## config.mk

```make
export PLATFORM = sky130hd
export DESIGN_NAME = dual_score_serial
export DESIGN_NICKNAME = d
export VERILOG_FILES = /design/src/rtl/dual_score_serial.sv
export SDC_FILE = /design/constraint.sdc
export NUM_CORES = 1
export LEC_CHECK = 0
export CAP_MARGIN = 40
export CORE_AREA = 2 2 39 41
export DETAILED_ROUTE_END_ITERATION = 12
export DIE_AREA = 0 0 41 43
export DONT_BUFFER_PORTS = 1
export GPL_TIMING_DRIVEN = 0
export PLACE_DENSITY = 0.68
export SLEW_MARGIN = 5
export SYNTH_ARGS = -nofsm -noshare
export SYNTH_HDL_FRONTEND = slang
export SYNTH_SLANG_ARGS = --single-unit
```

## constraint.sdc

```tcl
create_clock -name clk -period 3.8 [get_ports clk]
set_input_delay 0.95 -clock clk [delete_from_list [all_inputs] [get_ports clk]]
set_output_delay 0.95 -clock clk [all_outputs]
set_load 0.02 [all_outputs]
```

## src/rtl/dual_score_serial.sv

```systemverilog
module dual_score_serial (
  input  logic       clk,
  input  logic       rst_n,
  input  logic       mid_shift,
  input  logic       hs_shift,
  input  logic       pt_a,
  input  logic       pt_b,
  output logic [3:0] score_a,
  output logic [3:0] score_b
);
  logic [7:0] sr;
  logic [1:0] cnt;
  logic       swapped, ncy, pend_a, pend_b;

  wire shift  = mid_shift | hs_shift;
  wire first  = (cnt == 2'd0);
  wire last   = (cnt == 2'd3);
  wire inject = swapped ? pend_b : pend_a;
  wire carry  = first ? inject : ~ncy;
  wire din    = sr[0] ~^ ~carry;
  wire take_a = shift & first & ~swapped;
  wire take_b = shift & first & swapped;

  always_ff @(posedge clk or negedge rst_n) begin
    if (!rst_n) begin
      sr      <= '0;
      cnt     <= '0;
      swapped <= 1'b0;
      ncy     <= 1'b1;
    end else if (shift) begin
      sr  <= {din, sr[7:1]};
      cnt <= cnt + 2'd1;
      ncy <= last ? 1'b1 : ~(carry & sr[0]);
      if (last) swapped <= ~swapped;
    end
  end

  always_ff @(posedge clk or negedge rst_n) begin
    if (!rst_n) begin
      pend_a <= 1'b0;
      pend_b <= 1'b0;
    end else begin
      pend_a <= (pend_a & ~take_a) | pt_a;
      pend_b <= (pend_b & ~take_b) | pt_b;
    end
  end

  assign score_a = swapped ? sr[7:4] : sr[3:0];
  assign score_b = swapped ? sr[3:0] : sr[7:4];
endmodule

```

[Yosys cells after proc, flatten, opt, wreduce, memory -nomap -nowiden]
Index checks and enable logic that the tools add are counted.
Word-level totals
  bits in registers: 14
  input bits: 6
  output and inout bits: 8
  logic and storage cells: 31
Operators by class
  add/sub/neg operators: 1
  equal/unequal tests: 1
  multiplexer cells: 5
  bitwise logic cells: 16
  reductions and logical operators: 2
Operator list (number)
  2-to-1 mux 4 bit: 2
  bitwise AND 1 bit: 6
  inverter 1 bit: 6
  2-to-1 mux 1 bit: 3
  bitwise OR 1 bit: 3
  adder 2 x 1 -> 2 bit (second input constant): 1
  == test 2 bit (second input constant): 1
  logical NOT 2 bit: 1
  AND reduction 2 bit: 1
  bitwise XNOR 1 bit: 1

[Longest topological paths before layout]
Gate-level depths: netlist (run 1).
  word-level depth: 6
  gate-level depth with buffers: 5
  mapped depth without buffers: 5

[Worst setup path before layout (run 1)]
OpenSTA, ideal clock, no wires.
  kind: register -> output
  from: register swapped
  to: output score_a[0]
  arrival time: 0.953 ns
  required time: 2.850 ns
  path slack: 1.897 ns
  stages on the path, launching flop included: 3
  cell sequence: dfrtp_1 > buf_2 > mux2_2
Between the ends
  cells in the longest elaborated chain, start to end: 1
Ends and longest elaborated chain
  from (decl): RTL line 13  | logic swapped, ncy, pend_a, pend_b;
  from (signal assigned): RTL line 34  | if (last) swapped <= ~swapped;
  2-to-1 mux 4 bit: RTL line 48  | assign score_a = swapped ? sr[7:4] : sr[3:0];
  to (decl): RTL line 8  | output logic [3:0] score_a,
No other way between the ends.

[Worst setup path in the final report (run 1)]
  from: register swapped
  to: output score_a[3]
The elaborated chain is that of the path after synthesis.

==> results of run 1 <==
==> through the flow <==
stage / hold WS (ps) / setup slack, ps / area, um2
final: 354 / 1520 / 764
after global routing: 316 / 1460 / 764
after CTS: 343 / 1510 / 764
after detailed placement: 483 / 1820 / 728
after global placement: 460 / 1830 / 728
after floorplan: 448 / 1900 / 708
==> placed cells by master (no fill, tap or decap), drive strengths merged <==
cell,synthesis,routed
a21o,2,2
xnor2,2,2
dfrtp,13,13
inv,3,3
nand2,2,2
a31oi,1,1
nand3,1,1
mux2,16,16
buf,2,2
or2,1,1
mux2i,2,2
ha,3,3
clkbuf,0,4
dfstp,1,1
nor2,2,2
nand3b,1,1
o21ai,1,1
==> logic make-up (layout without fill, tap and decap cells) <==
kind of cell               count (synthesis)  count (layout)
xor gates and xnor gates                   2               2
muxes                                     18              18
buffers and inverters                      5               9
adders and majority gates                  3               3
AOI/OAI and AO/OA                          4               4
DFF                                       14              14
and+or+nand+nor                            7               7
==> sequential cells by signal, summed over array words and instances, names as in the netlist <==
signal	count
sr	8
cnt	2
ncy	1
pend_a	1
pend_b	1
swapped	1
==> path summary, 6_finish.rpt <==
kind,from,end,slack (ps),cells past startpoint
min in group clk,pend_b,pend_b,490,1
max reg2reg,swapped,sr[7],2230,5
max,swapped,score_a[3],1520,2
min,rst_n,pend_a,350,0
min reg2reg,pend_b,pend_b,490,1
max in group asynchronous,rst_n,ncy,3280,0
==> final cells by class <==
type / instances / share of cell area [%]
plain buffers: 2 / 2.13
well taps: 16 / 2.62
flip-flops and latches: 14 / 46.0
multi-input cells: 34 / 43.0
inverters: 3 / 1.47
clock buffers: 4 / 4.75
==> report_power, final <==
group	internal, mW	switching (mW)	total, mW	leakage [nW]
Sequential	0.224	0.0604	0.285	0.160
Combinational	0.162	0.180	0.343	0.163
Clock	0.0583	0.0470	0.105	0.0210
==> layer usage <==
metal  part of all wire, %  vias to the layer above  GRT usage (%)  wire (um)
li1                      -                      192              -          -
met1                    45                      196           22.5        487
met2                    46                       10           22.5        496
met3                   7.0                        5           9.95         75
met4                   1.4                        0           6.00         15
met5                     0                        -              0          0
==> results.md, run 1 <==
- Run status: finished, final reports clean
- Post-cts hold buffer count: 0
- Die H: 43 um
- Slew margin rel.: 74.5%
- Period utilization: 60.0%
- Class of the most critical hold timing path: primary input to asynchronous set/reset pin
- Fraction of synthesized cell area in xor and xnor cells: 2.47%
- Number of design rule violations left after detail routing: 0
- Post-synthesis compound-gate area fraction: 3.71%
- Number of max-cap violations: 0
- Worst-case clock skew: 0.621 ps
- Path type of the worst setup path: flip-flop to primary output
- Number of input and output port buffers inserted: 0
- Total power: 0.733 mW
- Number of antenna violations at the first check in global routing: 0
- Sequential-to-total area share from yosys stat: 49.6%
- Die width: 41 um
- Min Tclk post-route: 2280 ps
- Startpoint kind of the worst setup timing path: flip-flop
- Num rows: 14
- Post-layout nets: 67
- Async SR Flop Fraction: 100%
- Dominant combinational cell family by area after synthesis: multiplexers
- Clock Root Buffer: sky130_fd_sc_hd__clkbuf_4
- Delay-heaviest family, CP: multiplexers
- Total area of multi-input combinational cells: 329 um2
- DPL Wire Length: 806 um
- Post-synthesis register bit count: 14
- RSZ-0062 raised after global routing: no
- Total wire length: 1.07 mm
- Synth Cell Area: 708 um2
- Vias per Instance: 5.52
- First-pass iteration count of the detailed router: 2
- Overflow left after global routing: 0
- Final setup viols: 0
- Placed Cells incl. Taps: 69
- Setup TNS: 0 ps
- Fmax achieved: 0.439 GHz
- Routability congestion estimate from global placement: 0.703
- Clock latency at the later pin of the worst-skew pair: 280 ps
- CTS tree: built
- Number of top-level design ports: 14
- Deepest clock path buffer count: 2
- CP max stage delay: 430 ps
- CP cell instances: buf_2, mux2_2
- Leakage dissipation: 0.344 nW
- Via count of the first global-routing pass: 404
- Register cell area after layout: 352 um2
- P per Cell Area: 958 nW/um2
- Worst path buffer plus inverter count: 1
- Cell types occupying the most area after synthesis: sky130_fd_sc_hd__dfrtp_1, sky130_fd_sc_hd__mux2_2, sky130_fd_sc_hd__mux2_4
- Global-route wire length before repair: 1.90 mm
- Detailed Route Iter0 Violations: 2
- Layout overhead on the synthesized area: 7.95%
- Starting density of the core: 51.2%
- Worst Path Required: 2850 ps
- Critical Path AT: 1330 ps
- EDFF count, synth: 0
- Area inside the core boundary: 1380 um2
- Residual antenna-violating net count after detailed routing: 0
- Fraction of layout cells with a size suffix above 1: 42.1%
- PostCTS Resize Cnt: 0
- Clock input transition at the sequential cells of the worst setup and hold paths: 80 ps
- Clk sinks: 14
- Fraction of synthesized area in multiplexers: 29.9%
- Count of warnings emitted by yosys: 0
- Via count of the routed design: 403
- Count of placed standard cells in the final layout, fillers left out: 73
- Mean instance size in the synthesized netlist: 13.4 um2
- Measured slew at the worst slew-check pin: 381 ps
- Fill cell count: 127
- Number of distinct library cells after synthesis: 18
- Overall fraction of global-route tracks in use: 17.0%
- Highest ir drop seen on vdd: 0.414 mV
- Number of buffers added by the clock tree synthesis step: 3
- Highest-delay cell along the critical path: sky130_fd_sc_hd__mux2_2
- Final number of hold-violating endpoints: 0
- Synth cell count leaders: sky130_fd_sc_hd__dfrtp_1, sky130_fd_sc_hd__mux2_2, sky130_fd_sc_hd__ha_1, sky130_fd_sc_hd__inv_1, sky130_fd_sc_hd__mux2_4
- Maximum number of pins on one net before global-route repair: 15
- Area of the die: 1760 um2
- Gate count after technology mapping: 53
- Most area-hungry cell type in the Yosys netlist: sky130_fd_sc_hd__dfrtp_1
- Depth of the CTS H-tree: 1
- Post-CTS repair timing setup buffer count: 0
- Finished Core Util: 55.2%
- Number of max-slew violations in the final report: 0
- Inserted Diodes: 0
- Most common flop cell mapped by yosys: sky130_fd_sc_hd__dfrtp_1
- Endpoint kind of the worst setup timing path: primary output
- Fraction of the mapped netlist area in adder cells: 5.30%
- Highest fanout seen on the critical path: 10
- Nets in the synthesized netlist: 62
- Basic-gate share of the synthesized area counting and, or, nand and nor cells: 5.12%
- Avg WL per Cell: 14.7 um
- Area share of the largest cell type after synthesis: 45.9%
Note: power is estimated with default switching activity, not from simulation.
==> inputs of run 2 (changes only) <==
--- a/config.mk
+++ b/config.mk
@@ -5,13 +5,13 @@
 export SDC_FILE = /design/constraint.sdc
 export NUM_CORES = 1
 export LEC_CHECK = 0
+export ABC_AREA = 1
 export CAP_MARGIN = 40
-export CORE_AREA = 2 2 39 41
+export CORE_UTILIZATION = 53
 export DETAILED_ROUTE_END_ITERATION = 12
-export DIE_AREA = 0 0 41 43
 export DONT_BUFFER_PORTS = 1
 export GPL_TIMING_DRIVEN = 0
-export PLACE_DENSITY = 0.68
+export PLACE_DENSITY = 0.71
 export SLEW_MARGIN = 5
 export SYNTH_ARGS = -nofsm -noshare
 export SYNTH_HDL_FRONTEND = slang
==> constraint.sdc (replaced) <==
create_clock -name clk -period 2 [get_ports clk]
set_input_delay 0.5 -clock clk [delete_from_list [all_inputs] [get_ports clk]]
set_output_delay 0.5 -clock clk [all_outputs]
set_load 0.02 [all_outputs]
==> results.md, run 2 <==
- Critical Path End: score_a[0]
- Critical Path AT: 1370 ps (+40 ps)
- Count of warnings emitted by yosys: 0 (unchanged)
- Part of the total power dissipated in combinational logic: 45.3% (-1.5 points)
- Nets in the synthesized netlist: 98 (+58%)
- P_sw: 0.543 mW (+89%)
- Startpoint kind of the worst setup timing path: flip-flop
- Clk sinks: 14 (unchanged)
- Fill cell count: 106 (-17%)
- Measured slew at the worst slew-check pin: 678 ps (+297 ps)
- Area of the die: 1510 um2 (-14%)
- Highest fanout seen on the critical path: 9 (-1)
- Fraction of layout cells with a size suffix above 1: 10.6% (-31 points)
- Biggest regs: sr x8, cnt x2
- Area inside the core boundary: 1190 um2 (-14%)
- Worst-case clock skew: 1.81 ps (+1.19 ps)
- Global-route wire length before repair: 1.97 mm (+3.3%)
- Placed Cells incl. Taps: 103 (+49%)
- Clock input transition at the sequential cells of the worst setup and hold paths: 80 ps (about the same)
- Post-layout nets: 104 (+55%)
- Via count of the routed design: 555 (+38%)
- Clock latency at the later pin of the worst-skew pair: 270 ps (about the same)
- Post-cts hold buffer count: 1 (+1)
- Reg2Reg Capture Point: sr[7]
- Leakage dissipation: 0.402 nW (+17%)
- EDFF count, synth: 0 (unchanged)
- Min Tclk post-route: 1870 ps
- Slew margin rel.: 54.3% (-20 points)
- Number of buffers added by the clock tree synthesis step: 3 (unchanged)
- Path type of the worst setup path: flip-flop to primary output
- Gate count after technology mapping: 89 (+68%)
- RSZ-0062 raised after global routing: no
- Number of cells on the worst reg-to-reg path: 7 (+2)
- Post-CTS repair timing setup buffer count: 0 (unchanged)
- Via count of the first global-routing pass: 464 (+15%)
- Worst reg-to-reg setup slack: 590 ps (-1640 ps)
- Total wire length: 1.28 mm (+20%)
- Routability congestion estimate from global placement: 0.707 (+0.56%)
- Grt met3 use: 3.47% (-6.5 points)
- Num rows: 12 (-2)
- Residual antenna-violating net count after detailed routing: 0 (unchanged)
- Number of antenna violations at the first check in global routing: 0 (unchanged)
- Number of max-cap violations: 0 (unchanged)
- Power share of the clock group: 16.6% (+2.2 points)
- Maximum number of pins on one net before global-route repair: 14 (-1)
- Overflow left after global routing: 0 (unchanged)
- Leading cell type in the layout, fill and taps excluded: sky130_fd_sc_hd__nand2_1
- P per Cell Area: 1550 nW/um2 (+61%)
- Setup TNS: 0 ps (unchanged)
- Cell types occupying the most area after synthesis: sky130_fd_sc_hd__dfrtp_1, sky130_fd_sc_hd__nand2_1, sky130_fd_sc_hd__o21ai_0
- Global routing usage on met2: 29.6% (+7.1 points)
- Async SR Flop Fraction: 100% (unchanged)
- Final number of hold-violating endpoints: 0 (unchanged)
- Dominant cell by count in the synthesized netlist: sky130_fd_sc_hd__nand2_1
- PostCTS Resize Cnt: 0 (unchanged)
- Area share of the largest cell type after synthesis: 45.2% (-0.72 points)
- Class of the most critical hold timing path: primary input to asynchronous set/reset pin
- Die H: 38.8 um (-9.7%)
- Switching part of the total: 44.8% (+5.6 points)
- Overall fraction of global-route tracks in use: 20.3% (+3.3 points)
- Avg WL per Cell: 11.9 um (-19%)
- Mean instance size in the synthesized netlist: 8.08 um2 (-40%)
- Sequential Power Share: 38.1% (-0.8 points)
- Run status: finished, final reports clean
- Detailed Route Iter0 Violations: 15 (+13)
- Period utilization: 93.4%
- Endpoint kind of the worst setup timing path: primary output
- Worst Path Required: 1500 ps (-1350 ps)
- Source of the worst register-to-register timing path: cnt[0]
- Depth of the CTS H-tree: 1 (unchanged)
- Final setup viols: 0 (unchanged)
- Flip-flop count of the largest register, all copies and words added: 8 (unchanged)
- Register containing the most flip-flops in the final layout: sr
- Count of placed standard cells in the final layout, fillers left out: 108 (+48%)
- First-pass iteration count of the detailed router: 3 (+1)
- Post-synthesis register bit count: 14 (unchanged)
- Number of input and output port buffers inserted: 0 (unchanged)
- Synth Cell Area: 719 um2 (+1.6%)
- Inserted Diodes: 0 (unchanged)
- Number of distinct library cells after synthesis: 15 (-3)
- Finished Core Util: 66.0% (+11 points)
- Most area-hungry cell type in the Yosys netlist: sky130_fd_sc_hd__dfrtp_1
- Die width: 38.8 um (-5.3%)
- Starting density of the core: 60.7% (+9.5 points)
- Most frequent cells in the layout: sky130_fd_sc_hd__nand2_1, sky130_fd_sc_hd__o21ai_0, sky130_fd_sc_hd__inv_1, sky130_fd_sc_hd__dfrtp_1
- CTS tree: built
- Most common flop cell mapped by yosys: sky130_fd_sc_hd__dfrtp_1
- First element of the critical path: swapped
- DPL Wire Length: 939 um (+17%)
- Internal power of the cells: 0.668 mW (+50%)
- Vias per Instance: 5.14 (-6.9%)
- Number of top-level design ports: 14 (unchanged)
- Number of max-slew violations in the final report: 0 (unchanged)
- Number of design rule violations left after detail routing: 0 (unchanged)
- Layer with the highest usage after global routing: met2
- Highest ir drop seen on vdd: 0.752 mV (+82%)
- Deepest clock path buffer count: 2 (unchanged)
- Fmax achieved: 0.536 GHz
- Layout overhead on the synthesized area: 8.87%
- Global Route met1 Usage: 27.5% (+5.0 points)
- Synth cell count leaders: sky130_fd_sc_hd__nand2_1, sky130_fd_sc_hd__o21ai_0, sky130_fd_sc_hd__inv_1
- Sequential-to-total area share from yosys stat: 48.9% (-0.78 points)
- Clock Root Buffer: sky130_fd_sc_hd__clkbuf_4
[run 2: changes by cell type after synthesis, sizes merged, moves of 2 or more]
cell | before | now
o21ai | 1 | 19
a21o | 2 | 0
nand2 | 2 | 27
inv | 3 | 16
xnor2 | 2 | 0
mux2 | 16 | 0
nand3 | 1 | 3
mux2i | 2 | 0
[run 2: final cells by class]
type	instances	area, um2	area share, %
flip-flops and latches	14	352	44.9
multi-input cells	56	282	35.9
inverters	16	60.1	7.67
clock buffers	4	36.3	4.63
plain buffers	3	26.3	3.35
well taps	14	17.5	2.24
repair buffers	1	10.0	1.28
[run 2: layer usage]
layer	routed length (um)	vias to the layer above	part of all wire, %
li1	-	289	-
met1	632	250	49
met2	586	12	46
met3	40	4	3.1
met4	24	0	1.9
met5	0	-	0
[run 2: worst min path at each step]
stage	to	slack, ps
detailed placement	sr[4]	200
CTS	ncy	50
finish	ncy	50
global route	ncy	50
floorplan	cnt[0]	200
global placement	sr[4]	200
[run 2: through the flow]
| stage | hold slack [ps] | setup WS (ps) | instance area (um2) | power, mW |
|---|---|---|---|---|
| after detailed placement | 205 | 428 | 737 | 1.01 |
| after global placement | 205 | 434 | 737 | 0.987 |
| after global routing | 47.3 | 47.7 | 783 | 1.30 |
| after CTS | 49.6 | 117 | 783 | 1.22 |
| after floorplan | 204 | 512 | 719 | 0.911 |
| final | 54.4 | 133 | 783 | 1.21 |
[run 2: critical path: stages (launching register included)]
cell	delay, ps
sky130_fd_sc_hd__dfrtp_1	330
sky130_fd_sc_hd__buf_4	150
sky130_fd_sc_hd__inv_1	100
sky130_fd_sc_hd__o21ai_0	520
[run 2: cells by family after synthesis]
group | synth area share, %
and+or+nand+nor | 18.6
AOI/OAI and AO/OA | 14.1
buffers and inverters | 12.0
DFF | 48.9
adders and majority gates | 5.22
xor gates and xnor gates | 1.22
[run 2: power groups by stage]
stage / Combinational [mW] / Clock [mW] / Sequential (mW)
5_1_grt: 0.620 / 0.211 / 0.473
4_1_cts: 0.551 / 0.206 / 0.461
6_report: 0.548 / 0.201 / 0.462
3_3_place_gp: 0.524 / 0 / 0.462
2_1_floorplan: 0.461 / 0 / 0.450
3_5_place_dp: 0.542 / 0 / 0.466
==> inputs of run 3 (changes only) <==
--- a/config.mk
+++ b/config.mk
@@ -5,13 +5,12 @@
 export SDC_FILE = /design/constraint.sdc
 export NUM_CORES = 1
 export LEC_CHECK = 0
-export ABC_AREA = 1
 export CAP_MARGIN = 40
-export CORE_UTILIZATION = 53
+export CORE_UTILIZATION = 52
 export DETAILED_ROUTE_END_ITERATION = 12
 export DONT_BUFFER_PORTS = 1
 export GPL_TIMING_DRIVEN = 0
-export PLACE_DENSITY = 0.71
+export PLACE_DENSITY = 0.7
 export SLEW_MARGIN = 5
 export SYNTH_ARGS = -nofsm -noshare
 export SYNTH_HDL_FRONTEND = slang
==> results.md, run 3 (synthesized netlist as in run 1, its figures left out) <==
- Vias per Instance: 5.86 (+14%)
- Flip-flop count of the largest register, all copies and words added: 8 (unchanged)
- Global-route wire length before repair: 2.01 mm (+2.1%)
- Overall fraction of global-route tracks in use: 20.9% (+0.59 points)
- Number of buffers added by the clock tree synthesis step: 3 (unchanged)
- Register cell area after layout: 352 um2 (unchanged)
- Number of max-slew violations in the final report: 0 (unchanged)
- Fraction of layout cells with a size suffix above 1: 41.4% (+31 points)
- Inserted Diodes: 0 (unchanged)
- Worst Path Required: 1500 ps (about the same)
- Measured slew at the worst slew-check pin: 578 ps (-99.7 ps)
- Hold Slack: 58.2 ps (+3.76 ps)
- Count of placed standard cells in the final layout, fillers left out: 72 (-33%)
- Post-layout worst setup margin: 164 ps (+31.1 ps)
- Residual antenna-violating net count after detailed routing: 0 (unchanged)
- Worst path buffer plus inverter count: 1 (-1)
- Via count of the routed design: 422 (-24%)
- Total power: 1.42 mW (+17%)
- Final setup viols: 0 (unchanged)
- Total wire length: 1.19 mm (-7.2%)
- DPL Wire Length: 885 um (-5.8%)
- Depth of the CTS H-tree: 1 (unchanged)
- Clk sinks: 14 (unchanged)
- First-pass iteration count of the detailed router: 4 (+1)
- Starting density of the core: 59.7% (-0.95 points)
- CP cell instances: buf_2, mux2_2
- Delay-heaviest family, CP: multiplexers
- Deepest clock path buffer count: 2 (unchanged)
- Number of input and output port buffers inserted: 0 (unchanged)
- Run status: finished, final reports clean
- CTS tree: built
- Final Instance Area: 772 um2 (-1.4%)
- Highest-delay cell along the critical path: sky130_fd_sc_hd__mux2_2
- Critical Path AT: 1340 ps (-30 ps)
- Clock latency at the later pin of the worst-skew pair: 270 ps (about the same)
- Clock Root Buffer: sky130_fd_sc_hd__clkbuf_4
- Worst-case clock skew: 0.831 ps (-0.978 ps)
- Clock input transition at the sequential cells of the worst setup and hold paths: 80 ps (about the same)
- Die H: 38.9 um (+0.15%)
- Leakage dissipation: 0.348 nW (-13%)
- Avg WL per Cell: 16.6 um (+39%)
- Total area of multi-input combinational cells: 329 um2 (+17%)
- Via count of the first global-routing pass: 472 (+1.7%)
- Fmax achieved: 0.545 GHz (+1.7%)
- Worst setup timing slack at the placement stage: 359 ps (-68.6 ps)
- Source of the worst register-to-register timing path: swapped
- Area of the die: 1510 um2 (+0.31%)
- Overflow left after global routing: 0 (unchanged)
- Period utilization: 91.8% (-1.6 points)
- Finished Core Util: 65.1% (-0.95 points)
- Class of the most critical hold timing path: primary input to asynchronous set/reset pin
- Layout overhead on the synthesized area: 9.01%
- Highest fanout seen on the critical path: 10 (+1)
- Slew margin rel.: 61.3% (+7.0 points)
- Final number of hold-violating endpoints: 0 (unchanged)
- Startpoint kind of the worst setup timing path: flip-flop
- Num rows: 12 (unchanged)
- Area inside the core boundary: 1190 um2 (unchanged)
- P per Cell Area: 1840 nW/um2 (+19%)
- Min Tclk post-route: 1840 ps (-31.1 ps)
- Die width: 38.9 um (+0.15%)
- Register containing the most flip-flops in the final layout: sr
- Worst path depth: 2 (-1)
- Fill cell count: 94 (-11%)
- Routability congestion estimate from global placement: 0.762 (+7.9%)
- Number of design rule violations left after detail routing: 0 (unchanged)
- Detailed Route Iter0 Violations: 5 (-10)
- Endpoint kind of the worst setup timing path: primary output
- Maximum number of pins on one net before global-route repair: 14 (unchanged)
- Post-cts hold buffer count: 1 (unchanged)
- Number of antenna violations at the first check in global routing: 0 (unchanged)
- Reg2Reg Capture Point: sr[7]
- Biggest regs: sr x8, cnt x2
- RSZ-0062 raised after global routing: no
- Setup TNS: 0 ps (unchanged)
- Highest ir drop seen on vdd: 0.808 mV (+7.5%)
- PostCTS Resize Cnt: 0 (unchanged)
- Placed Cells incl. Taps: 67 (-35%)
- Number of cells on the worst reg-to-reg path: 5 (-2)
- Most frequent cells in the layout: sky130_fd_sc_hd__mux2_2, sky130_fd_sc_hd__dfrtp_1
- Post-layout nets: 68 (-35%)
- Worst reg-to-reg setup slack: 360 ps (-230 ps)
- Number of top-level design ports: 14 (unchanged)
- CP max stage delay: 430 ps (-90 ps)
- Post-CTS repair timing setup buffer count: 0 (unchanged)
- Post-DP Area: 726 um2 (-1.5%)
- Path type of the worst setup path: flip-flop to primary output
- Number of max-cap violations: 0 (unchanged)
## run 3: worst max path at each step
stage / endpoint / slack [ps] / startpoint
after floorplan: score_a[0] / 550 / swapped
after global placement: sr[7] / 420 / swapped
after detailed placement: sr[7] / 360 / swapped
after CTS: score_a[0] / 140 / swapped
after global routing: score_a[2] / 100 / swapped
final: score_a[0] / 160 / swapped
## run 3: power by group
group	switching, mW	internal (mW)
sequential	0.120	0.426
combinational	0.362	0.312
clock	0.0859	0.111
## run 3: area by class of cell
cell class	count	share of cell area, %
Clock buffer	4	4.70
Sequential cell	14	45.5
Inverter	3	1.46
Multi-Input combinational cell	34	42.6
Buffer	2	2.11
Timing Repair Buffer	1	1.30
Tap cell	14	2.27
## run 3: layer usage
| metal | routed length (um) | global-route usage, % | up-vias |
|---|---|---|---|
| met1 | 547 | 24.2 | 215 |
| met5 | 0 | 0 | - |
| li1 | - | - | 195 |
| met4 | 7 | 12.9 | 0 |
| met3 | 63 | 3.47 | 2 |
| met2 | 574 | 35.4 | 10 |
